--- src/rtl/chan_stat_pkg.sv ---
package chan_stat_pkg;

  localparam int STAT_W  = 32;
  localparam int CTRL_W  = 32;
  localparam int MODEM_N = 4;

  // status word positions
  localparam int RX_CAUSE_BIT = 0;
  localparam int LIVE_BASE    = 3;
  localparam int OVR_BIT      = 13;
  localparam int TX_CAUSE_BIT = 25;

  // control word enable positions
  localparam int EN_MODEM_BIT = 0;
  localparam int EN_RX_BIT    = 2;
  localparam int EN_TX_BIT    = 19;

  // change flag position of modem line idx (0 carrier, 1 dsr, 2 cts, 3 ring)
  function automatic int chgBit(input int idx);
    case (idx)
      0:       return 18;
      1:       return 16;
      2:       return 17;
      default: return 22;
    endcase
  endfunction

  // strobes from control to datapath
  typedef struct packed {
    logic [MODEM_N-1:0] clrChg;
    logic               clrRx;
    logic               clrTx;
    logic               armLoad;
  } strobeT;

endpackage

--- src/rtl/chan_stat_ctrl.sv ---
module chan_stat_ctrl
  import chan_stat_pkg::*;
#(
  parameter int SYNC_STAGES = 2
) (
  input  logic               clk,
  input  logic               rstN,
  input  logic               wrEn,
  input  logic [STAT_W-1:0]  wrData,
  input  logic [CTRL_W-1:0]  ctrlWord,
  input  logic [MODEM_N-1:0] chgFlags,
  input  logic               rxCause,
  input  logic               txCause,
  output strobeT             strobe,
  output logic               irqReq
);

  localparam int ARM_CYC = SYNC_STAGES + 1;
  localparam int ARM_W   = $clog2(ARM_CYC + 1);

  logic [ARM_W-1:0] armCnt;
  logic             unusedBits;

  // arming window: edge detection stays off until the synchroniser holds real samples
  always_ff @(posedge clk) begin
    if (!rstN) begin
      armCnt <= '0;
    end else if (armCnt != ARM_W'(ARM_CYC)) begin
      armCnt <= armCnt + ARM_W'(1);
    end
  end

  always_comb begin
    strobe.armLoad = (armCnt != ARM_W'(ARM_CYC));
    strobe.clrRx   = wrEn & wrData[RX_CAUSE_BIT];
    strobe.clrTx   = wrEn & wrData[TX_CAUSE_BIT];
    for (int i = 0; i < MODEM_N; i++) begin
      strobe.clrChg[i] = wrEn & wrData[chgBit(i)];
    end
  end

  always_comb begin
    irqReq = ((|chgFlags) & ctrlWord[EN_MODEM_BIT])
           | (rxCause & ctrlWord[EN_RX_BIT])
           | (txCause & ctrlWord[EN_TX_BIT]);
  end

  assign unusedBits = ^{wrData, ctrlWord};

  AST_ARM_STAYS_OFF: assert property (@(posedge clk) disable iff (!rstN)
    !strobe.armLoad |=> !strobe.armLoad);

  AST_IRQ_NEEDS_CAUSE: assert property (@(posedge clk) disable iff (!rstN)
    irqReq |-> ((|chgFlags) || rxCause || txCause));

endmodule

--- src/rtl/chan_stat_dpath.sv ---
module chan_stat_dpath
  import chan_stat_pkg::*;
#(
  parameter int SYNC_STAGES = 2
) (
  input  logic               clk,
  input  logic               rstN,
  input  logic [MODEM_N-1:0] modemIn,
  input  logic               overrunIn,
  input  logic               rxEvent,
  input  logic               txEmptyEvent,
  input  strobeT             strobe,
  output logic [MODEM_N-1:0] chgFlags,
  output logic               rxCause,
  output logic               txCause,
  output logic [STAT_W-1:0]  statusWord
);

  logic [SYNC_STAGES-1:0][MODEM_N-1:0] syncQ;
  logic [MODEM_N-1:0] lineNow;
  logic [MODEM_N-1:0] linePrev;
  logic [MODEM_N-1:0] edgeHit;

  // synchroniser: the stage count picks the shift form
  generate
    if (SYNC_STAGES == 1) begin : g_sync_one
      always_ff @(posedge clk) begin
        if (!rstN) syncQ <= '0;
        else       syncQ <= modemIn;
      end
    end else begin : g_sync_chain
      always_ff @(posedge clk) begin
        if (!rstN) syncQ <= '0;
        else       syncQ <= {syncQ[SYNC_STAGES-2:0], modemIn};
      end
    end
  endgenerate

  assign lineNow = syncQ[SYNC_STAGES-1];
  assign edgeHit = (lineNow ^ linePrev) & {MODEM_N{~strobe.armLoad}};

  always_ff @(posedge clk) begin
    if (!rstN) begin
      linePrev <= '0;
      chgFlags <= '0;
      rxCause  <= 1'b0;
      txCause  <= 1'b0;
    end else begin
      linePrev <= lineNow;
      chgFlags <= (chgFlags & ~strobe.clrChg) | edgeHit;
      rxCause  <= (rxCause & ~strobe.clrRx) | rxEvent;
      txCause  <= (txCause & ~strobe.clrTx) | txEmptyEvent;
    end
  end

  always_comb begin
    statusWord               = '0;
    statusWord[RX_CAUSE_BIT] = rxCause;
    statusWord[TX_CAUSE_BIT] = txCause;
    statusWord[OVR_BIT]      = overrunIn;
    for (int i = 0; i < MODEM_N; i++) begin
      statusWord[LIVE_BASE + i] = lineNow[i];
      statusWord[chgBit(i)]     = chgFlags[i];
    end
  end

  generate
    for (genvar g = 0; g < MODEM_N; g++) begin : g_chk
      AST_CHG_SETS: assert property (@(posedge clk) disable iff (!rstN)
        edgeHit[g] |=> chgFlags[g]);
      AST_CHG_STICKY: assert property (@(posedge clk) disable iff (!rstN)
        (chgFlags[g] && !strobe.clrChg[g]) |=> chgFlags[g]);
      AST_CHG_CLEARS: assert property (@(posedge clk) disable iff (!rstN)
        (strobe.clrChg[g] && !edgeHit[g]) |=> !chgFlags[g]);
      AST_NO_ARM_FLAG: assert property (@(posedge clk) disable iff (!rstN)
        strobe.armLoad |=> !$rose(chgFlags[g]));
    end
  endgenerate

  AST_RX_SET_WINS: assert property (@(posedge clk) disable iff (!rstN)
    rxEvent |=> rxCause);
  AST_TX_SET_WINS: assert property (@(posedge clk) disable iff (!rstN)
    txEmptyEvent |=> txCause);

endmodule

--- src/rtl/chan_stat_reg.sv ---
module chan_stat_reg
  import chan_stat_pkg::*;
#(
  parameter int SYNC_STAGES = 2
) (
  input  logic        clk,
  input  logic        rstN,
  input  logic [3:0]  modemIn,
  input  logic        overrunIn,
  input  logic        rxEvent,
  input  logic        txEmptyEvent,
  input  logic [31:0] ctrlWord,
  input  logic        wrEn,
  input  logic [31:0] wrData,
  output logic [31:0] statusWord,
  output logic        irqReq
);

  strobeT             strobe;
  logic [MODEM_N-1:0] chgFlags;
  logic               rxCause;
  logic               txCause;

  chan_stat_ctrl #(.SYNC_STAGES(SYNC_STAGES)) u_ctrl (
    .clk      (clk),
    .rstN     (rstN),
    .wrEn     (wrEn),
    .wrData   (wrData),
    .ctrlWord (ctrlWord),
    .chgFlags (chgFlags),
    .rxCause  (rxCause),
    .txCause  (txCause),
    .strobe   (strobe),
    .irqReq   (irqReq)
  );

  chan_stat_dpath #(.SYNC_STAGES(SYNC_STAGES)) u_dpath (
    .clk          (clk),
    .rstN         (rstN),
    .modemIn      (modemIn),
    .overrunIn    (overrunIn),
    .rxEvent      (rxEvent),
    .txEmptyEvent (txEmptyEvent),
    .strobe       (strobe),
    .chgFlags     (chgFlags),
    .rxCause      (rxCause),
    .txCause      (txCause),
    .statusWord   (statusWord)
  );

endmodule

--- config.mk ---
export PLATFORM = sky130hd
export DESIGN_NAME = chan_stat_reg
export DESIGN_NICKNAME = d
export VERILOG_FILES = /design/src/rtl/chan_stat_pkg.sv /design/src/rtl/chan_stat_ctrl.sv /design/src/rtl/chan_stat_dpath.sv /design/src/rtl/chan_stat_reg.sv
export SDC_FILE = /design/constraint.sdc
export NUM_CORES = 1
export LEC_CHECK = 0
export BUFFER_PORTS_ARGS = -buffer_cell sky130_fd_sc_hd__buf_2
export CAP_MARGIN = 30
export CORE_AREA = 2 2 57 59
export DETAILED_ROUTE_END_ITERATION = 7
export DIE_AREA = 0 0 59 61
export PLACE_DENSITY = 0.79
export SETUP_SLACK_MARGIN = 0.4
export SYNTH_ARGS = -nofsm -noshare
export SYNTH_HDL_FRONTEND = slang
export SYNTH_SLANG_ARGS = --single-unit
--- constraint.sdc ---
create_clock -name clk -period 1.15 [get_ports clk]
set_input_delay 0.23 -clock clk [delete_from_list [all_inputs] [get_ports clk]]
set_output_delay 0.23 -clock clk [all_outputs]
set_load 0.05 [all_outputs]
; Word level (Yosys, flattened, before mapping)
; Cells that the tools add are included.
; W data, S select, Z words.
[classes]
bitwise = 23
reduce_logical = 1
n_addsub = 1
n_eq_ne = 1
[op_table]
columns = operator, count
row1 = $and A1 B1 Y1, 11
row2 = $and A4 B4 Y4, 2
row3 = $not A4 Y4, 1
row4 = $or A1 B1 Y1, 4
row5 = $or A4 B4 Y4, 1
row6 = $reduce_or A4 Y1, 1
row7 = $xor A4 B4 Y4, 1
row8 = $not A1 Y1, 3
row9 = $add A2 B1 Y2 const B, 1
row10 = $ne A2 B2 Y1 const B, 1
[word_totals]
out_inout_bits = 33
wordCells = 33
reg_bits = 20
in_bits = 74

; Logic depth before layout (Yosys ltp)
; Gate-level depths: netlist of the first run.
[depth]
ltp_word = 4
ltp_mapped = 3
ltp_nobuf = 3

; Hierarchy
; A second synthesis of the first run with hierarchy kept.
[hier_totals]
cells_unflattened = 99
area_unflattened_um2 = 979.7
[by_module_without_submodules]
columns = mod, cells_each, seq_area_each_um2, area_each_um2, instances
row1 = chan_stat_dpath, 82, 360.3, 827.0, 1
row2 = chan_stat_ctrl, 17, 40.0, 152.6, 1

; Worst setup path after synthesis of the first run
; OpenSTA, ideal clock, no wires.
[synth_path]
kind = register -> output
startpoint = register u_dpath.chgFlags[1]
endpoint = output port irqReq
arrival_time_ns = 1.182
setup_slack_ns = -0.262
required_ns = 0.920
path_stages_with_launch = 3
path_buffers = 0
cell_sequence = dfxtp_1 > o41ai_2 > nand2_1
[synth_via]
elab_chain_cells = 4
[synth_rtl]
columns = element, line_no
row1 = from (decl), chan_stat_dpath.sv:13  ; output logic [MODEM_N-1:0] chgFlags,
row2 = from (signal assigned), chan_stat_dpath.sv:50  ; chgFlags <= (chgFlags & ~strobe.clrChg) | edgeHit;
row3 = $reduce_or A4 Y1, chan_stat_ctrl.sv:43  ; irqReq = ((|chgFlags) & ctrlWord[EN_MODEM_BIT])
row4 = $and A1 B1 Y1, chan_stat_ctrl.sv:43
row5 = $or A1 B1 Y1, chan_stat_ctrl.sv:44  ; | (rxCause & ctrlWord[EN_RX_BIT])
row6 = $or A1 B1 Y1, chan_stat_ctrl.sv:45  ; | (txCause & ctrlWord[EN_TX_BIT]);
row7 = to (decl), chan_stat_reg.sv:16  ; output logic irqReq
; No other way between the ends.

; Worst setup path after layout of the first run
[layout_path]
startpoint = register u_dpath.chgFlags[2]
endpoint = output port irqReq
; Same word-level chain as after synthesis.

==> impl_metrics.py, run 1 <==
metrics = {
    "synth": {
        "synth_seq_cells": 20,
        "netlist_top_cells_count": "buf_4 (28), dfxtp_1 (20), and2_1 (13)",
        "synth_area_per_cell_um2": 10.3,
        "ys_seq_area_frac": 0.443,
        "synthTopCellsByArea": "dfxtp_1 (44%), buf_4 (23%), and2_1 (9.0%)",
        "ys_types": 16,
        "yosysWarnings": 0,
        "synthArstFlopShare": 0,
        "netlist_area_um2": 905,
        "synth_top_area_frac": 0.443,
        "synthMostInstantiatedCell": "buf_4",
        "ys.flop_type": "dfxtp_1",
        "synth_edf_count": 0,
        "synth_top_area_cell": "dfxtp_1",
        "syn_inst": 88,
    },
    "sta": {
        "fmax_ghz": 0.663,
        "drv_slew": 0,
        "setup_viol": 3,
        "layout_setup_ws_ns": -0.358,
        "min_period_ns": 1.51,
        "rsz0062_at_grt": "true",
        "hold_violations": 0,
        "fin_crit_sh": 1.31,
        "fin_skew_ns": 0.00984,
    },
    "route": {
        "dr.max_layer_used": "met4",
        "wl_met2_um": 836,
        "wirelength_um": 1600,
        "drcViolationCount": 0,
        "wl_met3_um": 131,
        "drt-met1-wl_um": 616,
        "dr_total_vias": 597,
        "firstDrtPassIters": 3,
        "routedWlPerCell_um": 10.6,
        "ant_nets": 0,
        "via_per_inst": 3.93,
        "drtIter0Drc": 5,
    },
    "setup_path": {
        "cp-end-kind": "output port",
        "crit_slowest_cell": "dfxtp_4",
        "cp.buffers_inverters": 1,
        "cp_slowest_stage_delay_ns": 0.37,
        "worstPathRequired_ns": 0.92,
        "worstPathMaxFanout": 2,
        "startpoint_type": "flip-flop",
        "crit_arrival_ns": 1.28,
        "critPathKind": "flip-flop to output port",
        "cp_top_family": "flip-flops",
        "path_cells": "o41ai_4 -> nand2_2 -> buf_6",
    },
    "final_layout": {
        "syn2layout_area_growth_pct": 41.4,
        "fin_nets": 195,
        "layout-drive-gt1-share": 0.563,
        "num_antenna_cells": 0,
        "final_cells": 152,
    },
    "placement": {
        "place_hpwl_um": 1090,
        "io_buffer_count": 28,
        "globalplace.congestion": 0.693,
        "dp_cells": 140,
    },
    "floorplan": {
        "die_w_um": 59,
        "die_height_um": 61,
        "dieArea_um2": 3600,
        "start_util": 0.306,
        "num_rows": 20,
        "core_area_um2": 2950,
        "io_pins": 107,
    },
    "pwr": {
        "report.power.total_mw": 1.56,
        "power.density_nw_per_um2": 1220,
        "leakage_nw": 0.570,
        "irDropWorstVdd_uv": 485,
    },
    "cts": {
        "clock_sinks": 20,
        "ctsHtreeMaxLevel": 1,
        "cts_tree": "built",
        "cts.path.max_buffers": 2,
        "hold_buffers": 0,
        "clk_latency_ns": 0.30,
        "numCtsBuffers": 3,
        "clkTransAtPathRegs_ns": 0.11,
        "root_buffer": "clkbuf_4",
    },
    "global_routing": {
        "antenna_found_initial": 0,
        "grt_start_max_net_pins": 22,
        "grt_first_pass_wirelength_um": 2300,
        "grt_pass1_vias": 531,
        "grt-ovfl-total": 0,
        "grt_usage": 0.0898,
    },
    "run_status": {
        "status": "finished, violations left",
        "violations": "negative setup slack",
    },
    "hold_path": {
        "hold_path.class": "primary input to flip-flop",
    },
    "flow_run": {
        "drv_cap": 0,
    },
}
power breakdown:
part           total (mW)  internal [mW]  switching, mW
Sequential          0.767          0.732         0.0345
Combinational       0.458          0.160          0.298
Clock               0.331          0.126          0.205
cell usage in the layout, fill, tap and decap left out, types with 3 or more instances in the layout:
cell and instances:
buf_8 10, a21boi_2 4, dfxtp_4 4, o2bb2ai_2 3, and2_1 13, clkbuf_4 3, dfxtp_1 8, dfxtp_2 8
buf_4 6, xnor2_2 3, buf_6 4, conb_1 21, buf_2 17
stage by stage:
| step | utilization | worst slack, ns | area (um2) | hold WS (ns) | setup TNS [ns] |
|---|---|---|---|---|---|
| final | 0.433 | -0.358 | 1280 | 0.135 | -0.495 |
| after global routing | 0.433 | -0.431 | 1280 | 0.102 | -0.705 |
| after floorplan | - | -0.0623 | 1040 | 0.354 | -0.0623 |
| after CTS | 0.418 | -0.394 | 1230 | 0.120 | -0.472 |
| after global placement | 0.338 | -0.0338 | 998 | 0.414 | -0.0338 |
| after detailed placement | 0.338 | -0.0823 | 998 | 0.421 | -0.0823 |
state kept, by name, summed over array words and instances, names as in the netlist:
signal / flops
u_ctrl.armCnt: 2
u_dpath.linePrev: 4
u_dpath.rxCause: 1
u_dpath.txCause: 1
u_dpath.chgFlags: 4
u_dpath.lineNow: 4
u_dpath.syncQ: 4
logic make-up after synthesis:
kind of cell | share of synthesized area
mux | 0.0111
compound gates | 0.131
simple gates | 0.105
fa+ha+maj | 0.0138
flops | 0.443
xor+xnor | 0.0484
buf+inv | 0.243
other cells | 0.00415
repair_timing:
action                     CTS  global route
gates resized for setup     46             5
pin swaps                    2             2
setup endpoints to repair   17            19
hold endpoints to repair     0             0
buffers inserted             6             2
final cells by class:
cell class                 instances  area, um2
fill                             274       1670
timing repair buffer              37        325
clock inverter                     1       3.75
clock buffer                       3       22.5
sequential                        20        425
tap                               33       41.3
multi-input combinational         58        460
layer usage:
metal | vias to the layer above | track usage
met4 | 0 | 0.0390
met3 | 5 | 0.0405
met2 | 34 | 0.165
met5 | - | 0
met1 | 259 | 0.0868
li1 | 299 | -
final timing paths:
path,slack (ns),start,endpoint,depth (start not counted)
worst max-delay path,-0.36,u_dpath.chgFlags[2]$_SDFF_PN0_,irqReq,3
worst min-delay path,0.13,modemIn[0],u_dpath.syncQ[0]$_SDFF_PN0_,2
worst max register to register,0.20,u_dpath.chgFlags[2]$_SDFF_PN0_,u_dpath.chgFlags[2]$_SDFF_PN0_,4
worst min register to register,0.44,u_dpath.syncQ[2]$_SDFF_PN0_,u_dpath.lineNow[2]$_SDFF_PN0_,1
Power figures use the tool's default switching activity.
==> run 2, diff against run 1 <==
--- a/config.mk
+++ b/config.mk
@@ -7,10 +7,10 @@
 export LEC_CHECK = 0
 export BUFFER_PORTS_ARGS = -buffer_cell sky130_fd_sc_hd__buf_2
 export CAP_MARGIN = 30
-export CORE_AREA = 2 2 57 59
+export CORE_AREA = 2 2 58 60
 export DETAILED_ROUTE_END_ITERATION = 7
-export DIE_AREA = 0 0 59 61
-export PLACE_DENSITY = 0.79
+export DIE_AREA = 0 0 60 62
+export PLACE_DENSITY = 0.77
 export SETUP_SLACK_MARGIN = 0.4
 export SYNTH_ARGS = -nofsm -noshare
 export SYNTH_HDL_FRONTEND = slang
==> run 2 against run 1 <==
  * Highest routed layer unchanged
  * Global-route usage fell by 0.096 points
  * Largest power group unchanged
  * The flow still finishes with violations (negative setup slack)
  * Sequential share of layout area decreased by 1.3 points
  * Non-clock buffer count is the same
  * Fmax is 1.9% higher
  * First-iteration DRC count fell by 40%
==> impl_metrics.py, run 2 (synthesis gave the netlist of run 1 again) <==
metrics = {
    "final_layout": {
        "num_antenna_cells": 0,
        "fillers": 297,
        "layout-drive-gt1-share": 0.588,
        "fin_nets": 195,
        "syn2layout_area_growth_pct": 47.3,
        "final_cell_mix": "conb_1 (21), buf_2 (18), and2_1 (12)",
        "register_area_um2": 425,
        "multi_input_area_um2": 487,
        "layout_commonest_cell": "conb_1",
    },
    "placement": {
        "io_buffer_count": 28,
        "pre_cts_slack_ns": -0.0521,
        "place_hpwl_um": 973,
        "globalplace.congestion": 0.605,
    },
    "cts": {
        "clk_latency_ns": 0.29,
        "ctsHtreeMaxLevel": 1,
        "clock_sinks": 20,
        "cts.path.max_buffers": 2,
        "hold_buffers": 0,
        "root_buffer": "clkbuf_4",
        "numCtsBuffers": 3,
        "clkTransAtPathRegs_ns": 0.11,
        "cts_tree": "built",
    },
    "pwr": {
        "leakage_nw": 0.584,
        "power.density_nw_per_um2": 1220,
        "report.power.total_mw": 1.63,
        "irDropWorstVdd_uv": 338,
    },
    "sta": {
        "tns_ns": -0.428,
        "drv_slew": 0,
        "hold_violations": 0,
        "rsz0062_at_grt": "true",
        "layout_setup_ws_ns": -0.329,
        "min_period_ns": 1.48,
        "fin_skew_ns": 0.00116,
        "setup_viol": 3,
        "fin_crit_sh": 1.29,
        "fmax_ghz": 0.676,
    },
    "setup_path": {
        "r2r_setup_slack_ns": 0.20,
        "cp_slowest_stage_delay_ns": 0.37,
        "worstPathRequired_ns": 0.92,
        "critPathKind": "flip-flop to output port",
        "cp-end-kind": "output port",
        "worstPathMaxFanout": 3,
        "startpoint_type": "flip-flop",
        "cp.buffers_inverters": 1,
        "crit_slowest_cell": "dfxtp_4",
        "crit_arrival_ns": 1.25,
        "path_cells": "o41ai_4 -> nand2_2 -> buf_6",
        "cp_top_family": "flip-flops",
    },
    "route": {
        "dr_total_vias": 604,
        "via_per_inst": 3.66,
        "routedWlPerCell_um": 9.62,
        "drtIter0Drc": 3,
        "wirelength_um": 1590,
        "ant_nets": 0,
        "firstDrtPassIters": 2,
        "drcViolationCount": 0,
    },
    "global_routing": {
        "antenna_found_initial": 0,
        "grt_usage": 0.0889,
        "grt-ovfl-total": 0,
        "grt_start_max_net_pins": 22,
        "grt_first_pass_wirelength_um": 2350,
        "grt_pass1_vias": 562,
    },
    "floorplan": {
        "num_rows": 21,
        "start_util": 0.285,
        "dieArea_um2": 3720,
        "io_pins": 107,
        "die_height_um": 62,
        "core_area_um2": 3180,
        "die_w_um": 60,
    },
    "flow_run": {
        "drv_cap": 0,
    },
    "run_status": {
        "violations": "negative setup slack",
        "status": "finished, violations left",
    },
    "hold_path": {
        "hold_path.class": "primary input to flip-flop",
    },
}
-- run 2: per-stage QoR --
step | instance area, um2 | utilization | std cells | hold WS (ns)
2_1_floorplan | 1040 | - | 108 | 0.354
3_3_place_gp | 1010 | 0.319 | 153 | 0.414
3_5_place_dp | 1010 | 0.319 | 153 | 0.418
4_1_cts | 1270 | 0.399 | 163 | 0.118
5_1_grt | 1330 | 0.419 | 165 | 0.110
6_report | 1330 | 0.419 | 165 | 0.134
-- run 2: what timing repair did --
item	in CTS	in global routing
gates resized for setup	46	8
setup buffers	6	2
endpoints found under the hold margin	0	0
pin swaps	3	3
setup endpoints to repair	17	19
-- run 2: worst paths after layout --
check / to / from / depth (start not counted)
worst max register to register: u_dpath.chgFlags[0]$_SDFF_PN0_ / u_dpath.chgFlags[0]$_SDFF_PN0_ / 4
worst max-delay path: irqReq / u_dpath.chgFlags[1]$_SDFF_PN0_ / 3
worst min register to register: u_dpath.lineNow[2]$_SDFF_PN0_ / u_dpath.syncQ[2]$_SDFF_PN0_ / 1
worst min-delay path: u_dpath.syncQ[2]$_SDFF_PN0_ / modemIn[2] / 2
-- run 2: area by class of cell --
class | instances | area share
sequential | 20 | 0.319
clock buffer | 4 | 0.0272
tap | 46 | 0.0432
timing repair buffer | 37 | 0.245
multi-input combinational | 58 | 0.365
-- run 2: where the power goes --
group | internal, mW | switching, mW | leakage (nW)
logic | 0.165 | 0.299 | 0.393
clock network | 0.193 | 0.203 | 0.0210
registers | 0.732 | 0.0347 | 0.170
total | 1.09 | 0.537 | 0.584
-- run 2: layer usage --
layer	track usage	part of all wire	up-vias	routed length, um
li1	-	-	299	-
met1	0.0843	0.37	268	583
met2	0.171	0.55	35	866
met3	0.0269	0.077	2	123
met4	0.0476	0.0088	0	14
met5	0	0	-	0
==> run 3, diff against run 2 <==
--- a/config.mk
+++ b/config.mk
@@ -11,7 +11,7 @@
 export DETAILED_ROUTE_END_ITERATION = 7
 export DIE_AREA = 0 0 60 62
 export PLACE_DENSITY = 0.77
-export SETUP_SLACK_MARGIN = 0.4
+export SETUP_SLACK_MARGIN = 0.3
 export SYNTH_ARGS = -nofsm -noshare
 export SYNTH_HDL_FRONTEND = slang
 export SYNTH_SLANG_ARGS = --single-unit
==> run 3 against run 2 <==
  * The flow still finishes with violations (negative setup slack)
  * Register-to-register slack gained 0.04 ns
  * Clock power down 21%
  * Hold slack better by 0.0071 ns
  * Sequential share of layout area rose by 1.4 points
  * Clock-buffer cell count fell by 1
  * Die area did not move
  * Largest power group unchanged
==> impl_metrics.py, run 3 (synthesis gave the netlist of run 1 again) <==
metrics = {
    "pwr": {
        "switching_share": 0.339,
        "seq_power_share": 0.500,
        "leakage_nw": 0.568,
        "pwr-share-comb": 0.297,
        "power.density_nw_per_um2": 1200,
        "clkPwrFrac": 0.203,
        "p_int_mw": 1.01,
        "switchingPower_uw": 518,
        "irDropWorstVdd_uv": 737,
    },
    "cts": {
        "hold_buffers": 0,
        "ctsHtreeMaxLevel": 1,
        "clkTransAtPathRegs_ns": 0.10,
        "cts_tree": "built",
        "numCtsBuffers": 3,
        "cts.path.max_buffers": 2,
        "clock_sinks": 20,
        "root_buffer": "clkbuf_4",
        "clk_latency_ns": 0.29,
    },
    "final_layout": {
        "layout-drive-gt1-share": 0.538,
        "fin_nets": 196,
        "fillers": 326,
        "num_antenna_cells": 0,
        "final_cell_mix": "conb_1 (21), buf_2 (17), and2_1 (13)",
        "syn2layout_area_growth_pct": 40.9,
        "final_area_um2": 1270,
        "layout_commonest_cell": "conb_1",
        "fin_util": 0.401,
    },
    "floorplan": {
        "dieArea_um2": 3720,
        "io_pins": 107,
        "die_height_um": 62,
        "core_area_um2": 3180,
        "die_w_um": 60,
        "start_util": 0.285,
        "num_rows": 21,
    },
    "sta": {
        "drv_slew": 0,
        "rsz0062_at_grt": "true",
        "min_period_ns": 1.47,
        "hold_violations": 0,
        "fin_crit_sh": 1.28,
        "fmax_ghz": 0.679,
        "layout_setup_ws_ns": -0.322,
        "fin_skew_ns": 0.00165,
        "setup_viol": 2,
        "hold_ws_ns": 0.141,
    },
    "setup_path": {
        "worstPathMaxFanout": 2,
        "startpoint_type": "flip-flop",
        "crit_cells": 3,
        "crit_slowest_cell": "dfxtp_4",
        "cp.buffers_inverters": 1,
        "rr_worst_depth": 3,
        "cp-end-kind": "output port",
        "cp_top_family": "flip-flops",
        "cp_slowest_stage_delay_ns": 0.36,
        "worstPathRequired_ns": 0.92,
        "critPathKind": "flip-flop to output port",
        "crit_arrival_ns": 1.24,
        "path_cells": "o41ai_4 -> nand2_2 -> buf_6",
    },
    "route": {
        "wirelength_um": 1590,
        "drcViolationCount": 0,
        "drtIter0Drc": 7,
        "dr_total_vias": 589,
        "firstDrtPassIters": 2,
        "via_per_inst": 3.57,
        "ant_nets": 0,
        "routedWlPerCell_um": 9.65,
    },
    "flow_run": {
        "drv_cap": 0,
    },
    "global_routing": {
        "grt_usage": 0.0923,
        "antenna_found_initial": 0,
        "grt_first_pass_wirelength_um": 2480,
        "grt-ovfl-total": 0,
        "grt_pass1_vias": 580,
        "grt_start_max_net_pins": 22,
    },
    "placement": {
        "placed_area_um2": 1010,
        "io_buffer_count": 28,
        "globalplace.congestion": 0.710,
        "place_hpwl_um": 1050,
    },
    "hold_path": {
        "hold_depth": 2,
        "hold_path.class": "primary input to flip-flop",
    },
    "run_status": {
        "status": "finished, violations left",
        "violations": "negative setup slack",
    },
}
## run 3: layout make-up
| cell class | count | area, um2 | area share |
|---|---|---|---|
| tap | 46 | 57.6 | 0.0451 |
| multi-input combinational | 58 | 437 | 0.342 |
| sequential | 20 | 425 | 0.334 |
| clock buffer | 3 | 22.5 | 0.0177 |
| timing repair buffer | 38 | 333 | 0.261 |
## run 3: final timing paths
check / endpoint / start / slack [ns]
max: irqReq / u_dpath.chgFlags[1]$_SDFF_PN0_ / -0.32
min: u_dpath.syncQ[2]$_SDFF_PN0_ / modemIn[2] / 0.14
max reg2reg: u_ctrl.armCnt[0]$_SDFFE_PN0N_ / u_ctrl.armCnt[0]$_SDFFE_PN0N_ / 0.24
min reg2reg: u_dpath.lineNow[3]$_SDFF_PN0_ / u_dpath.syncQ[3]$_SDFF_PN0_ / 0.44
## run 3: worst reg2reg max path, cell delays in order (launching register included)
cell and delay [ns]:
dfxtp_2 0.35, ha_4 0.18, xnor2_2 0.13, and2_1 0.16
## run 3: layer usage
metal	part of all wire	vias to the layer above	track usage
met5	0	-	0
met4	0.0050	0	0.0508
met2	0.56	27	0.177
met1	0.39	261	0.0969
met3	0.052	2	0.0124
li1	-	299	-
## run 3: power by group through the flow
stage	Combinational, mW	Sequential, mW	Clock [mW]
after floorplan	0.369	0.782	0
after global placement	0.354	0.774	0
after detailed placement	0.362	0.776	0
after CTS	0.434	0.763	0.326
after global routing	0.485	0.770	0.345
final	0.454	0.764	0.311
## run 3: stage by stage
stage	TNS (ns)	instances	setup WS [ns]	power [mW]
CTS	-0.377	164	-0.348	1.52
global placement	-0.0661	155	-0.0661	1.13
floorplan	-0.0624	108	-0.0624	1.15
finish	-0.334	165	-0.322	1.53
global route	-0.487	165	-0.395	1.60
detailed placement	-0.0550	155	-0.0550	1.14
## run 3: repair_timing
action                                  4_1_cts  5_1_grt
endpoints found under the setup margin       13       18
gates cloned                                  0        0
pin swaps                                     1        3
setup buffers                                 6        1
resized for setup                            41       12
